$ cat src/rtl/auth_cmd_pkg.sv
package auth_cmd_pkg;

  localparam logic [7:0] OPC_WR_CHAL  = 8'h0C;
  localparam logic [7:0] OPC_MAC      = 8'h36;
  localparam logic [7:0] OPC_MAC_ID   = 8'h35;
  localparam logic [7:0] OPC_NEXT     = 8'h30;
  localparam logic [7:0] OPC_NEXT_ID  = 8'h33;
  localparam logic [7:0] OPC_LOAD     = 8'h5A;
  localparam logic [7:0] OPC_LOCK     = 8'h6A;
  localparam logic [7:0] OPC_SPD_SET  = 8'h8B;
  localparam logic [7:0] OPC_SPD_CLR  = 8'h8D;

  typedef enum logic [2:0] {
    ST_CMD, ST_CHAL, ST_ARG, ST_PROG, ST_MAC, ST_DEAD, ST_THERM
  } ctl_state_e;

  typedef enum logic [2:0] {
    OP_NONE, OP_LOAD, OP_NEXT, OP_LOCK, OP_SPD_SET, OP_SPD_CLR
  } nv_op_e;

  typedef struct packed {
    ctl_state_e nxt;
    nv_op_e     op;
    logic       start;
    logic       use_id;
    logic       arm_chal;
    logic       arm_arg;
    logic       prog;
  } decode_t;

  function automatic decode_t decode_cmd(input logic [7:0] c, input logic [7:0] therm_code);
    decode_t d;
    d.nxt      = ST_DEAD;
    d.op       = OP_NONE;
    d.start    = 1'b0;
    d.use_id   = 1'b0;
    d.arm_chal = 1'b0;
    d.arm_arg  = 1'b0;
    d.prog     = 1'b0;
    if (c == therm_code) begin
      d.nxt = ST_THERM;
    end else begin
      case (c)
        OPC_WR_CHAL: begin d.nxt = ST_CHAL; d.arm_chal = 1'b1; end
        OPC_MAC, OPC_MAC_ID: begin
          d.nxt = ST_MAC; d.start = 1'b1; d.use_id = (c == OPC_MAC_ID);
        end
        OPC_NEXT, OPC_NEXT_ID: begin
          d.nxt = ST_MAC; d.start = 1'b1; d.op = OP_NEXT; d.use_id = (c == OPC_NEXT_ID);
        end
        OPC_LOAD:    begin d.nxt = ST_ARG;  d.arm_arg = 1'b1; d.op = OP_LOAD; end
        OPC_LOCK:    begin d.nxt = ST_PROG; d.op = OP_LOCK;    d.prog = 1'b1; end
        OPC_SPD_SET: begin d.nxt = ST_PROG; d.op = OP_SPD_SET; d.prog = 1'b1; end
        OPC_SPD_CLR: begin d.nxt = ST_PROG; d.op = OP_SPD_CLR; d.prog = 1'b1; end
        default: d.nxt = ST_DEAD;
      endcase
    end
    return d;
  endfunction

  function automatic logic secret_writable(input nv_op_e op, input logic locked);
    return ((op == OP_LOAD) || (op == OP_NEXT)) && !locked;
  endfunction

endpackage

$ cat src/rtl/acs_byte_collect.sv
module acs_byte_collect #(
  parameter int BYTE_W  = 8,
  parameter int N_BYTES = 8,
  localparam int W  = BYTE_W * N_BYTES,
  localparam int CW = $clog2(N_BYTES + 1)
) (
  input  logic              clk,
  input  logic              rst_n,
  input  logic              clr,
  input  logic              arm,
  input  logic              wr,
  input  logic [BYTE_W-1:0] din,
  output logic [W-1:0]      value,
  output logic              full
);
  logic [CW-1:0] cnt;

  assign full = (cnt == CW'(N_BYTES));

  always_ff @(posedge clk or negedge rst_n) begin
    if (!rst_n) begin
      cnt   <= '0;
      value <= '0;
    end else begin
      if (arm)
        cnt <= '0;
      else if (wr && !full)
        cnt <= cnt + CW'(1);
      if (clr)
        value <= '0;
      else if (wr && !full)
        value[int'(cnt) * BYTE_W +: BYTE_W] <= din;
    end
  end
endmodule

$ cat src/rtl/acs_cmd_fsm.sv
module acs_cmd_fsm
  import auth_cmd_pkg::*;
#(
  parameter logic [7:0] THERM_CODE = 8'hA5
) (
  input  logic       clk,
  input  logic       rst_n,
  input  logic       bus_rst,
  input  logic       pwr_cycle,
  input  logic       rx_valid,
  input  logic [7:0] rx_byte,
  input  logic       prog_pulse,
  input  logic       mac_done,
  input  logic       chal_full,
  input  logic       arg_full,
  output logic       arm_chal,
  output logic       arm_arg,
  output logic       chal_wr,
  output logic       arg_wr,
  output logic       mac_start,
  output logic       use_id,
  output logic       mac_ready,
  output logic       prog_pending,
  output logic       commit,
  output nv_op_e     commit_op,
  output logic       therm_active
);
  ctl_state_e st;
  nv_op_e     pend_op;
  decode_t    dec;
  logic       live;
  logic       cmd_take;
  logic       op_ready;

  always_comb dec = decode_cmd(rx_byte, THERM_CODE);

  assign live     = !bus_rst && !pwr_cycle;
  assign cmd_take = rx_valid && live && (st == ST_CMD);
  assign arm_chal = cmd_take && dec.arm_chal;
  assign arm_arg  = cmd_take && dec.arm_arg;
  assign chal_wr  = rx_valid && live && (st == ST_CHAL) && !chal_full;
  assign arg_wr   = rx_valid && live && (st == ST_ARG) && !arg_full;

  always_comb begin
    case (pend_op)
      OP_LOAD:                        op_ready = (st == ST_ARG) && arg_full;
      OP_NEXT:                        op_ready = (st == ST_MAC) && mac_ready;
      OP_LOCK, OP_SPD_SET, OP_SPD_CLR: op_ready = (st == ST_PROG);
      default:                        op_ready = 1'b0;
    endcase
  end

  assign commit       = prog_pulse && live && op_ready;
  assign commit_op    = pend_op;
  assign therm_active = (st == ST_THERM);

  always_ff @(posedge clk or negedge rst_n) begin
    if (!rst_n) begin
      st           <= ST_CMD;
      pend_op      <= OP_NONE;
      mac_start    <= 1'b0;
      use_id       <= 1'b0;
      mac_ready    <= 1'b0;
      prog_pending <= 1'b0;
    end else begin
      mac_start <= 1'b0;
      if (pwr_cycle || (bus_rst && st != ST_THERM)) begin
        st           <= ST_CMD;
        pend_op      <= OP_NONE;
        mac_ready    <= 1'b0;
        prog_pending <= 1'b0;
      end else if (st != ST_THERM) begin
        if (cmd_take) begin
          st      <= dec.nxt;
          pend_op <= dec.op;
          if (dec.start) begin
            mac_start <= 1'b1;
            use_id    <= dec.use_id;
            mac_ready <= 1'b0;
          end
          if (dec.prog)
            prog_pending <= 1'b1;
        end
        if (st == ST_MAC && mac_done)
          mac_ready <= 1'b1;
        if (commit)
          pend_op <= OP_NONE;
      end
    end
  end
endmodule

$ cat src/rtl/acs_nv_store.sv
module acs_nv_store
  import auth_cmd_pkg::*;
#(
  parameter int                SECRET_W    = 64,
  parameter logic [SECRET_W-1:0] INIT_SECRET = '0,
  parameter logic              INIT_LOCK   = 1'b0,
  parameter logic              INIT_SPD    = 1'b0
) (
  input  logic                clk,
  input  logic                rst_n,
  input  logic                commit,
  input  nv_op_e              op,
  input  logic [SECRET_W-1:0] load_val,
  input  logic [SECRET_W-1:0] next_val,
  output logic [SECRET_W-1:0] secret,
  output logic                locked,
  output logic                speed
);
  always_ff @(posedge clk or negedge rst_n) begin
    if (!rst_n) begin
      secret <= INIT_SECRET;
      locked <= INIT_LOCK;
      speed  <= INIT_SPD;
    end else if (commit) begin
      if (secret_writable(op, locked))
        secret <= (op == OP_NEXT) ? next_val : load_val;
      case (op)
        OP_LOCK:    locked <= 1'b1;
        OP_SPD_SET: speed  <= 1'b1;
        OP_SPD_CLR: speed  <= 1'b0;
        default:    ;
      endcase
    end
  end
endmodule

$ cat src/rtl/acs_mac_reader.sv
module acs_mac_reader #(
  parameter int BYTE_W    = 8,
  parameter int MAC_BYTES = 20,
  localparam int MW = BYTE_W * MAC_BYTES,
  localparam int IW = $clog2(MAC_BYTES + 1)
) (
  input  logic              clk,
  input  logic              rst_n,
  input  logic              start,
  input  logic              rd_req,
  input  logic              ready,
  input  logic [MW-1:0]     result,
  output logic [BYTE_W-1:0] rd_byte
);
  logic [IW-1:0] idx;
  logic          have_byte;

  assign have_byte = ready && (idx < IW'(MAC_BYTES));

  always_ff @(posedge clk or negedge rst_n) begin
    if (!rst_n) begin
      idx     <= '0;
      rd_byte <= '1;
    end else begin
      if (start)
        idx <= '0;
      else if (rd_req && have_byte)
        idx <= idx + IW'(1);
      if (rd_req)
        rd_byte <= have_byte ? result[int'(idx) * BYTE_W +: BYTE_W] : '1;
    end
  end
endmodule

$ cat src/rtl/auth_cmd_ctrl.sv
module auth_cmd_ctrl
  import auth_cmd_pkg::*;
#(
  parameter logic [7:0] THERM_CODE = 8'hA5,
  parameter int ARG_BYTES = 8,
  parameter int MAC_BYTES = 20,
  parameter logic [8*ARG_BYTES-1:0] INIT_SECRET = '0,
  parameter logic INIT_LOCK = 1'b0,
  parameter logic INIT_SPD  = 1'b0
) (
  input  logic         clk,
  input  logic         rst_n,
  input  logic         bus_rst,
  input  logic         pwr_cycle,
  input  logic         rx_valid,
  input  logic [7:0]   rx_byte,
  input  logic         rd_req,
  output logic [7:0]   rd_byte,
  input  logic         prog_pulse,
  output logic         mac_start,
  output logic         mac_use_id,
  output logic [63:0]  mac_secret,
  output logic [63:0]  mac_chal,
  input  logic         mac_done,
  input  logic [159:0] mac_result,
  output logic         secret_locked,
  output logic         overdrive,
  output logic         prog_pending,
  output logic         therm_active
);
  localparam int BYTE_W = 8;
  localparam int ARG_W  = BYTE_W * ARG_BYTES;

  logic            arm_chal, arm_arg, chal_wr, arg_wr;
  logic            chal_full, arg_full;
  logic            mac_ready;
  logic            commit_ev;
  nv_op_e          commit_op;
  logic [ARG_W-1:0] arg_val;
  logic            chal_clr;

  assign chal_clr = mac_start || pwr_cycle;

  acs_cmd_fsm #(.THERM_CODE(THERM_CODE)) u_fsm (
    .clk(clk), .rst_n(rst_n), .bus_rst(bus_rst), .pwr_cycle(pwr_cycle),
    .rx_valid(rx_valid), .rx_byte(rx_byte), .prog_pulse(prog_pulse),
    .mac_done(mac_done), .chal_full(chal_full), .arg_full(arg_full),
    .arm_chal(arm_chal), .arm_arg(arm_arg), .chal_wr(chal_wr), .arg_wr(arg_wr),
    .mac_start(mac_start), .use_id(mac_use_id), .mac_ready(mac_ready),
    .prog_pending(prog_pending), .commit(commit_ev), .commit_op(commit_op),
    .therm_active(therm_active)
  );

  acs_byte_collect #(.BYTE_W(BYTE_W), .N_BYTES(ARG_BYTES)) u_chal (
    .clk(clk), .rst_n(rst_n), .clr(chal_clr), .arm(arm_chal), .wr(chal_wr),
    .din(rx_byte), .value(mac_chal), .full(chal_full)
  );

  acs_byte_collect #(.BYTE_W(BYTE_W), .N_BYTES(ARG_BYTES)) u_arg (
    .clk(clk), .rst_n(rst_n), .clr(pwr_cycle), .arm(arm_arg), .wr(arg_wr),
    .din(rx_byte), .value(arg_val), .full(arg_full)
  );

  acs_nv_store #(
    .SECRET_W(ARG_W), .INIT_SECRET(INIT_SECRET),
    .INIT_LOCK(INIT_LOCK), .INIT_SPD(INIT_SPD)
  ) u_nv (
    .clk(clk), .rst_n(rst_n), .commit(commit_ev), .op(commit_op),
    .load_val(arg_val), .next_val(mac_result[ARG_W-1:0]),
    .secret(mac_secret), .locked(secret_locked), .speed(overdrive)
  );

  acs_mac_reader #(.BYTE_W(BYTE_W), .MAC_BYTES(MAC_BYTES)) u_rd (
    .clk(clk), .rst_n(rst_n), .start(mac_start), .rd_req(rd_req),
    .ready(mac_ready), .result(mac_result), .rd_byte(rd_byte)
  );
endmodule

$ cat config.mk
export PLATFORM = sky130hd
export DESIGN_NAME = auth_cmd_ctrl
export DESIGN_NICKNAME = d
export VERILOG_FILES = /design/src/rtl/auth_cmd_pkg.sv /design/src/rtl/acs_byte_collect.sv /design/src/rtl/acs_cmd_fsm.sv /design/src/rtl/acs_nv_store.sv /design/src/rtl/acs_mac_reader.sv /design/src/rtl/auth_cmd_ctrl.sv
export SDC_FILE = /design/constraint.sdc
export NUM_CORES = 1
export LEC_CHECK = 0
export ABC_AREA = 1
export CORE_MARGIN = 3
export CORE_UTILIZATION = 40
export DETAILED_ROUTE_END_ITERATION = 8
export DONT_BUFFER_PORTS = 1
export GPL_ROUTABILITY_DRIVEN = 0
export GPL_TIMING_DRIVEN = 0
export SKIP_CTS_REPAIR_TIMING = 1
export SLEW_MARGIN = 10
export SYNTH_ARGS = -nofsm -noshare
export SYNTH_HDL_FRONTEND = slang
export SYNTH_SLANG_ARGS = --single-unit
$ cat constraint.sdc
create_clock -name clk -period 2.9 [get_ports clk]
set_clock_uncertainty 0.2 [all_clocks]
set_input_delay 0.145 -clock clk [delete_from_list [all_inputs] [get_ports clk]]
set_output_delay 0.145 -clock clk [all_outputs]
set_load 0.01 [all_outputs]
; ---- Word level (Yosys, flattened, before mapping)
; Cells that the tools add are included.
[word_totals]
ff_bits = 225
in_bits = 176
out_inout_bits = 142
wordCells = 148
[classes]
addsub = 5
n_lt_le_gt_ge = 1
eq_ne = 23
shift = 5
muxes = 44
bitwise_logic = 1
reduce_logical = 54
[ops]
columns = operator, count
row1 = $mux 64, 5
row2 = $shiftx 160x9->8, 1
row3 = $bwmux 64, 2
row4 = $shift 8x33->64 const A, 2
row5 = $shiftx 8x33->64, 2
row6 = $neg 7->33, 2
row7 = $eq 8x6->1 const B, 4
row8 = $eq 8x8->1 const B, 3
row9 = $mux 3, 8
row10 = $logic_and 1x1->1, 20
row11 = $reduce_bool 2->1, 9
row12 = $eq 8x7->1 const B, 2
row13 = $mux 1, 16
row14 = $mux 4, 4
row15 = $mux 8, 2
row16 = $pmux 3 s5, 1
row17 = $eq 3x2->1 const B, 4
row18 = $eq 3x3->1 const B, 4
row19 = $pmux 3 s4, 1
row20 = $mux 5, 2
row21 = $reduce_and 2->1, 5
row22 = $reduce_bool 3->1, 3
row23 = $add 4x1->4 const B, 2
row24 = $eq 4x4->1 const B, 2
row25 = other kinds (17), 27

; ---- Longest topological paths before layout
; Gate-level depths: netlist of the first run.
[depth]
depth_word = 9
mapped_depth = 14
depth_no_buf = 12

; ---- Modules after synthesis
; Synthesis of the first run repeated with hierarchy kept, for this count alone.
[hier_totals]
hier_cells = 1957
hier_area_um2 = 13726.9
[modules_own_cells]
columns = mod, instances, cells_each, area_each_um2, seq_area_each_um2
row1 = acs_nv_store, 1, 506, 3515.9, 1651.6
row2 = acs_byte_collect at u_chal, 1, 389, 3397.0, 1701.6
row3 = acs_byte_collect at u_arg, 1, 372, 3314.4, 1701.6
row4 = acs_mac_reader, 1, 553, 2596.2, 335.3
row5 = acs_cmd_fsm, 1, 134, 892.1, 250.2
row6 = auth_cmd_ctrl, 1, 3, 11.3, 0.0

; ---- Worst setup path before layout of the first run
; Ideal clock, no wire load.
[synth_timing]
path_kind = reg2reg
start = reg u_arg.cnt[0]
end = reg u_nv.secret[10]
setup_time_ns = 0.117
arrival_time_ns = 2.175
required_ns = 2.583
path_slack_ns = 0.409
stages_incl_launch_ff = 15
n_path_buf = 3
period_less_slack_ns = 2.491
cell_sequence = dfrtp_1 > buf_2 > inv_1 > clkbuf_1 > ha_1 > nand2_1 > nor2_2 > nand3_1 > nand3_1 > nand2_2 > inv_2 > nand2_2 > buf_2 > nand2_1 > nand2_1
[synth_between]
elab_chain_cells = 5
[synth_lines]
columns = element, line
row1 = "start, declared", acs_byte_collect.sv:16  ; logic [CW-1:0] cnt;
row2 = "start signal, assigned", acs_byte_collect.sv:28  ; cnt <= cnt + CW'(1);
row3 = $eq 4x4->1, acs_byte_collect.sv:18  ; assign full = (cnt == CW'(N_BYTES));
row4 = $logic_and 1x1->1, acs_cmd_fsm.sv:46  ; OP_LOAD: op_ready = (st == ST_ARG) && arg_full;
row5 = $pmux 1 s3, acs_cmd_fsm.sv:45  ; case (pend_op)
row6 = $logic_and 1x1->1, acs_cmd_fsm.sv:53  ; assign commit = prog_pulse && live && op_ready;
row7 = $reduce_and 2->1 (no line), -
row8 = "end signal, assigned", acs_nv_store.sv:26  ; secret <= (op == OP_NEXT) ? next_val : load_val;
row9 = "end, declared", acs_nv_store.sv:15  ; output logic [SECRET_W-1:0] secret,
; No other way between the ends.
; A chain may end at the register's enable or synchronous reset.

; ---- Final worst setup path of the first run
[layout_timing]
start = reg u_arg.cnt[0]
end = reg u_arg.value[55]
[layout_between]
elab_chain_cells = 5
word_cells_on_any_way = 11
cone_classes = add/sub (1) / eq/ne (1) / shift (2) / mux (3) / reduce/logical (4)
[layout_lines]
columns = element, line
row1 = $neg 7->33 / $eq 4x4->1 (equally long branches), "acs_byte_collect.sv:32, acs_byte_collect.sv:18"
row2 = "$shiftx 8x33->64, or another cell as far along", acs_byte_collect.sv:32  ; value[int'(cnt) * BYTE_W +: BYTE_W] <= din;
row3 = $bwmux 64 / $logic_and 1x1->1 (equally long branches), "acs_byte_collect.sv:32, acs_cmd_fsm.sv:42"
row4 = $mux 64 / $logic_and 1x1->1 (equally long branches), acs_byte_collect.sv:31  ; else if (wr && !full)
row5 = $mux 64 / $reduce_bool 2->1 (equally long branches), -
row6 = "end signal, assigned by index", acs_byte_collect.sv:32
row7 = "end, declared", acs_byte_collect.sv:13  ; output logic [W-1:0] value,
; Parallel ways exist; a longest one is shown, timed or not. The select of a mux whose other input is x is not followed.

==> results of run 1 <==
==> cells in the mapped netlist (all sizes together) <==
library cell	number
o31ai	3
dfrtp	217
nand3	278
nand4	21
nor3	35
nand2	680
a21oi	16
clkinv	2
nor2	107
o21a	2
xnor2	1
a211oi	1
ha	9
dfstp	8
inv	207
o21ai	154
nor3b	2
o22ai	20
clkbuf	36
buf	49
==> kinds of logic after synthesis <==
| kind of cell | Yosys count | share of synthesized area |
|---|---|---|
| compound gates | 196 | 0.0806 |
| buf+inv | 294 | 0.0922 |
| xor+xnor | 1 | 0.000684 |
| simple gates | 1123 | 0.378 |
| flops | 225 | 0.440 |
| fa+ha+maj | 9 | 0.00879 |
==> metrics by stage <==
step / power, mW / setup WS (ns) / hold WS (ns) / TNS, ns / std cells
after floorplan: 4.55 / 0.409 / -0.351 / 0 / 1848
after global placement: 5.09 / -0.181 / -0.339 / -10.39 / 2244
after detailed placement: 5.09 / -0.221 / -0.343 / -12.50 / 2244
after CTS: 8.23 / -0.241 / -0.911 / -12.88 / 2288
after global routing: 8.75 / -0.000600 / -0.915 / -0.000600 / 2394
final: 8.35 / 0.155 / -0.897 / 0 / 2394
==> worst register-to-register path, cell delays in order (launching register included) <==
cell and delay [ns]:
dfrtp_1 0.40, buf_2 0.23, inv_1 0.12, buf_4 0.19
ha_2 0.21, nand2_1 0.14, nor2_4 0.06, nor3_4 0.39
nand3_1 0.41, nand3_1 0.15, o21ai_0 0.11
==> power groups by stage <==
stage / registers, mW / logic [mW] / clock network (mW)
after floorplan: 3.26 / 1.29 / 0
after global placement: 3.27 / 1.81 / 0
after detailed placement: 3.27 / 1.82 / 0
after CTS: 3.21 / 1.83 / 3.18
after global routing: 3.22 / 2.22 / 3.31
final: 3.22 / 2.02 / 3.12
==> worst max-delay path by stage <==
stage / end / slack (ns)
CTS: u_nv.secret[61]$_DFFE_PN0P_ / -0.24
detailed placement: u_nv.secret[7]$_DFFE_PN0P_ / -0.22
finish: u_arg.value[55]$_DFFE_PN0P_ / 0.15
global route: u_nv.secret[40]$_DFFE_PN0P_ / -0.0006
global placement: u_nv.secret[4]$_DFFE_PN0P_ / -0.18
floorplan: u_nv.secret[10]$_DFFE_PN0P_ / 0.41
==> routing by layer <==
| metal | vias up | global-route usage | wire length [µm] |
|---|---|---|---|
| met3 | 99 | 0.0560 | 4040 |
| li1 | 6168 | - | - |
| met1 | 6039 | 0.322 | 18700 |
| met4 | 0 | 0.0729 | 1640 |
| met5 | - | 0 | 0 |
| met2 | 579 | 0.397 | 20900 |
==> registers in the layout, summed over array words and instances (netlist names) <==
register	cells
u_arg.cnt	4
u_arg.value	64
u_chal.cnt	4
u_chal.value	64
u_fsm.commit_op	3
u_fsm.mac_ready	1
u_fsm.mac_start	1
u_fsm.prog_pending	1
u_fsm.st	3
u_fsm.use_id	1
u_nv.locked	1
u_nv.secret	64
u_nv.speed	1
u_rd.idx	5
u_rd.rd_byte	8
==> area by class of cell <==
type,instances,area (µm²)
timing repair buffer,106,1060
buffer,85,402
multi-input combinational,1329,6010
clock inverter,6,63.8
sequential,225,5640
clock buffer,38,734
fill,3121,15900
inverter,209,791
tap,396,495
==> cells in the final DEF, fill, tap and decap left out, types with 9 or more instances in the layout <==
cell type	instances
clkbuf_16	25
clkbuf_1	42
a21oi_1	15
nor2_2	9
nand4_1	19
dfrtp_1	217
inv_1	194
nand3_2	10
o22ai_1	20
dlygate4sd3_1	106
nand3_1	267
nand2_1	673
buf_1	10
nor3_1	31
inv_2	12
o21ai_0	147
nor2_1	94
buf_2	29
==> summary.md, run 1 <==
| Metric | Value |
|---|---|
| Area grow syn2layout | 18.6% |
| P_int | 5.59 mW |
| RR Startpoint | u_arg.cnt[0]$_DFFE_PN0P_ |
| Detailed placement HPWL | 33.7 mm |
| Largest net degree at the start of global routing | 226 |
| CTS Sinks | 225 |
| Initial antenna violation count | 0 |
| Final hold slack | -0.897 ns |
| CORE AREA | 31,100 µm² |
| Overall Global Routing Usage | 0.243 |
| WP data arrival | 2.93 ns |
| I/O pin count | 318 |
| Worst-path cell with the longest stage delay | dfrtp_1 |
| Switching Share | 0.330 |
| Std cell rows | 64 |
| Critical Path, Cell by Cell | buf_2 > inv_1 > buf_4 > ha_2 > nand2_1 > nor2_4 > nor3_4 > nand3_1 > nand3_1 > o21ai_0 |
| Setup CP Type | flop to flop |
| Worst vdd ir | 0.000410 V |
| FF-to-FF End | u_arg.value[55]$_DFFE_PN0P_ |
| R2r setup slk | 0.15 ns |
| Die area | 34,200 µm² |
| LEAKAGE | 7.96 nW |
| Vias in the first global route | 11,700 |
| Clock transition at path regs | 0.06 ns |
| Clock insertion delay at the later pin of the skew report | 0.53 ns |
| Failing checks | negative hold slack |
| Synthesis Warnings | 0 |
| Crit path max fanout | 10 |
| Cts bufs inserted | 25 |
| Die height | 185 µm |
| Die Wd | 185 µm |
| Max clock buf depth | 3 |
| Yosys reg bits | 225 |
| Min-delay worst type | input pin to async pin |
| Delay-heaviest family, CP | simple AND/OR/NAND/NOR gates |
| Detailed Routing Iterations Pass 1 | 6 |
| Final Util | 0.489 |
| Post-Synthesis Cells | 1,848 |
| Crit path depth | 10 |
| Worst setup startpoint | u_arg.cnt[0]$_DFFE_PN0P_ |
| DRT antenna net count | 0 |
| Vias | 12,900 |
| Synth unique cells | 34 |
| # diodes | 0 |
| Actual transition at the worst max-transition pin | 0.819 ns |
| Synthesized area | 12,800 µm² |
| Global route overflow | 0 |
| Power share of the clock group | 0.374 |
| Initial DRC count | 1,135 |
| Critical path buffers and inverters | 3 |
| Design area | 15,200 µm² |
| DR vias/cell | 5.38 |
| Root Buffer | clkbuf_16 |
| CP Launch Type | flop |
| Worst slew margin | 0.450 |
| Register area share after synthesis | 0.440 |
| Starting Density | 0.412 |
| Worst reg-to-reg path cell count | 10 |
| Net Switching | 2.76 mW |
| Reg power frac | 0.385 |
| I/O Buffers | 0 |
| Global-route wire length before repair | 65.4 mm |
| Cell taking the most area after synthesis | dfrtp_1 |
| CTS H-tree depth | 1 |
| MaxCap Viol Count | 0 |
| Power density cells | 549 nW/µm² |
| Synth top area cells | dfrtp_1 42%, nand2_1 20%, nand3_1 10% |
| Layout Nets | 2,166 |
| Status | complete, but fails checks |
| Period utilization | 0.947 |
| Max Fclk | 364 MHz |
| Layout cell share with drive strength beyond 1 | 0.0696 |
| Mean Syn Cell Area | 6.93 µm² |
| Top-area cell type share of the netlist area | 0.424 |
| CP Capture Type | flop |
| Tmin final | 2.75 ns |
| Post-synth net total | 2,033 |
| CTS tree | done |
| Worst endpoint required time | 3.08 ns |
| Critical Path Max Stage Delay | 0.40 ns |
| Comb power frac | 0.241 |
| Cell mode on critical path | nand3_1 |
| Total wire length | 45.2 mm |
| DR WL/cell | 18.9 µm |
| DRC viols | 0 |
| Count of final setup violators | 0 |
| Slew Limit Fails | 0 |
| Final hold vios | 233 |
| Post-DP Area | 13,300 µm² |
Note: power is estimated with default switching activity, not from simulation.
==> run 2: changes to the inputs <==
ABC_AREA = not set   (was 1)
HOLD_SLACK_MARGIN = 0.05   (was not set)
clock period = 3 ns   (was 2.9 ns; I/O delays follow)
==> summary.md, run 2 <==
| Metric | Value |
|---|---|
| Layout cell share with drive strength beyond 1 | 0.180 |
| Synth unique cells | 67 |
| RSZ-0062 raised after global routing | yes |
| Most frequent cells in the layout | 216 x dfrtp_1, 169 x dlygate4sd3_1, 130 x mux2i_1 |
| Comb power frac | 0.190 |
| Tmin final | 2.97 ns |
| I/O pin count | 318 |
| Most frequent cell after synthesis | dfrtp_1 |
| WP data arrival | 3.21 ns |
| Ys flop type | dfrtp_1 |
| Async SR Flop Fraction | 1.00 |
| Net Switching | 2.23 mW |
| Failing checks | negative hold slack |
| Yosys reg bits | 225 |
| DRC viols | 0 |
| CTS H-tree depth | 1 |
| Max clock buf depth | 3 |
| Top-area cell type share of the netlist area | 0.454 |
| Period utilization | 0.991 |
| P_int | 5.93 mW |
| Final hold slack | -0.873 ns |
| CP Capture Type | flop |
| Critical Path Max Stage Delay | 0.63 ns |
| Layout Nets | 1,420 |
| Worst vdd ir | 0.000354 V |
| Global-route wire length before repair | 58.5 mm |
| Global route overflow | 0 |
| Initial DRC count | 613 |
| Most common cell after layout, fill and taps aside | dfrtp_1 |
| DRT antenna net count | 0 |
| Status | complete, but fails checks |
| DR vias/cell | 5.75 |
| Initial antenna violation count | 7 |
| Cell taking the most area after synthesis | dfrtp_1 |
| Fillcell total | 2,570 |
| Crit path max fanout | 10 |
| Area grow syn2layout | 26.5% |
| Post-synth net total | 1,225 |
| Slew Limit Fails | 0 |
| Root Buffer | clkbuf_16 |
| Final hold vios | 226 |
| Mean Syn Cell Area | 11.5 µm² |
| LEAKAGE | 6.87 nW |
| Detailed placement HPWL | 30.6 mm |
| Overall Global Routing Usage | 0.247 |
| Worst-path cell with the longest stage delay | dlygate4sd3_1 |
| Worst slew margin | 0.268 |
| Synthesis Warnings | 0 |
| Synthesized area | 12,000 µm² |
| Min-delay worst type | input pin to async pin |
| CORE AREA | 29,100 µm² |
| Register area share after synthesis | 0.472 |
| Detailed Routing Iterations Pass 1 | 5 |
| CTS Sinks | 225 |
| Total wire length | 43.6 mm |
| Power density cells | 540 nW/µm² |
| Clock insertion delay at the later pin of the skew report | 0.53 ns |
| I/O Buffers | 0 |
| Setup CP Type | flop to flop |
| Cts bufs inserted | 27 |
| Reg power frac | 0.382 |
| Count of final setup violators | 0 |
| Actual transition at the worst max-transition pin | 1.09 ns |
| DR WL/cell | 26.6 µm |
| Switching Share | 0.274 |
| Largest net degree at the start of global routing | 226 |
| MaxCap Viol Count | 0 |
| Number of flops mapped to enable cells by yosys | 0 |
| Die area | 32,000 µm² |
| Setup TNS | 0 ns |
| Clock transition at path regs | 0.06 ns |
| Most frequent cells after synthesis | 217 x dfrtp_1, 130 x mux2i_1, 120 x mux2_2, 97 x nand2_1, 45 x nor2_1 |
| Vias in the first global route | 9,117 |
| Die height | 179 µm |
| CP Launch Type | flop |
| Max Fclk | 336 MHz |
| Power share of the clock group | 0.428 |
| Die Wd | 179 µm |
| Std cell rows | 62 |
| Vias | 9,429 |
| Starting Density | 0.411 |
| Worst endpoint required time | 3.24 ns |
| Largest registers | u_arg.value (64), u_chal.value (64), u_nv.secret (64) |
| Post-Synthesis Cells | 1,040 |
| CTS tree | done |
| Critical Path, Cell by Cell | buf_2 > buf_1 > mux2i_1 > dlygate4sd3_1 > o22ai_1 > nor2_1 > a31oi_1 |
| Synth top area cells | dfrtp_1 45%, mux2_2 11%, mux2i_1 11% |
[run 2: cell types whose count changed after synthesis, sizes merged, moves of 27 or more]
cell,previous run,this run
mux2,0,134
buf,49,22
nand2b,0,28
nor2,107,47
o21ai,154,15
nand2,680,97
inv,207,13
a22o,0,35
nand3,278,25
mux2i,0,130
[run 2: logic make-up after synthesis]
group,Yosys count,synth area share
compound gates,137,0.0821
buf+inv,79,0.0290
mux,280,0.265
flops,225,0.472
xor+xnor,15,0.0110
simple gates,295,0.132
fa+ha+maj,9,0.00942
[run 2: worst max-delay path, delay by kind of cell (launching register included)]
family          cells  cell delay, ns
buf+inv             3            1.64
flops               1            0.40
compound gates      2            0.38
mux                 1            0.19
simple gates        1            0.07
[run 2: metal layers]
| layer | routed length [µm] | global-route usage |
|---|---|---|
| met2 | 21900 | 0.440 |
| met5 | 41 | 0 |
| met3 | 4010 | 0.0828 |
| met1 | 16400 | 0.275 |
| met4 | 1290 | 0.0851 |
[run 2: area by class of cell]
type                            count  area [µm²]  area share
Antenna cell                        4        10.0    0.000662
Clock inverter                      8         171      0.0113
Sequential cell                   225        5640       0.373
Inverter                           13        48.8     0.00323
Buffer                             62         285      0.0189
Multi-Input combinational cell    736        6010       0.397
Clock buffer                       38         767      0.0507
Tap cell                          384         480      0.0318
Timing Repair Buffer              170        1710       0.113
[run 2: worst paths after layout]
check                                               end  slack [ns]  cells after the start                        start
setup / recovery            u_rd.rd_byte[5]$_DFFE_PN1P_        0.03                      7      u_rd.idx[0]$_DFFE_PN0P_
hold / removal             u_chal.value[15]$_DFFE_PN0P_       -0.87                      0                        rst_n
setup reg to reg            u_rd.rd_byte[5]$_DFFE_PN1P_        0.03                      7      u_rd.idx[0]$_DFFE_PN0P_
hold reg to reg             u_arg.value[26]$_DFFE_PN0P_        0.30                      1  u_arg.value[26]$_DFFE_PN0P_
max in group asynchronous   u_arg.value[63]$_DFFE_PN0P_        3.02                      0                        rst_n
min in group clk               u_arg.cnt[3]$_DFFE_PN0P_           0                      4                   rx_byte[4]
[run 2: power by group through the flow]
stage	combinational (mW)	sequential (mW)	clock [mW]
after floorplan	0.928	3.16	0
after global placement	1.28	3.17	0
after detailed placement	1.29	3.17	0
after CTS	1.30	3.11	3.55
after global routing	1.66	3.12	3.68
final	1.55	3.12	3.49
[run 2: per-stage QoR]
stage	setup WS, ns	utilization	area, µm²	power, mW	std cells
after floorplan	0.343	-	12000	4.08	1040
after global placement	-0.209	0.428	12400	4.44	1424
after detailed placement	-0.221	0.428	12400	4.45	1424
after CTS	-0.252	0.460	13400	7.95	1470
after global routing	-0.0606	0.520	15100	8.47	1640
final	0.0274	0.520	15100	8.16	1640
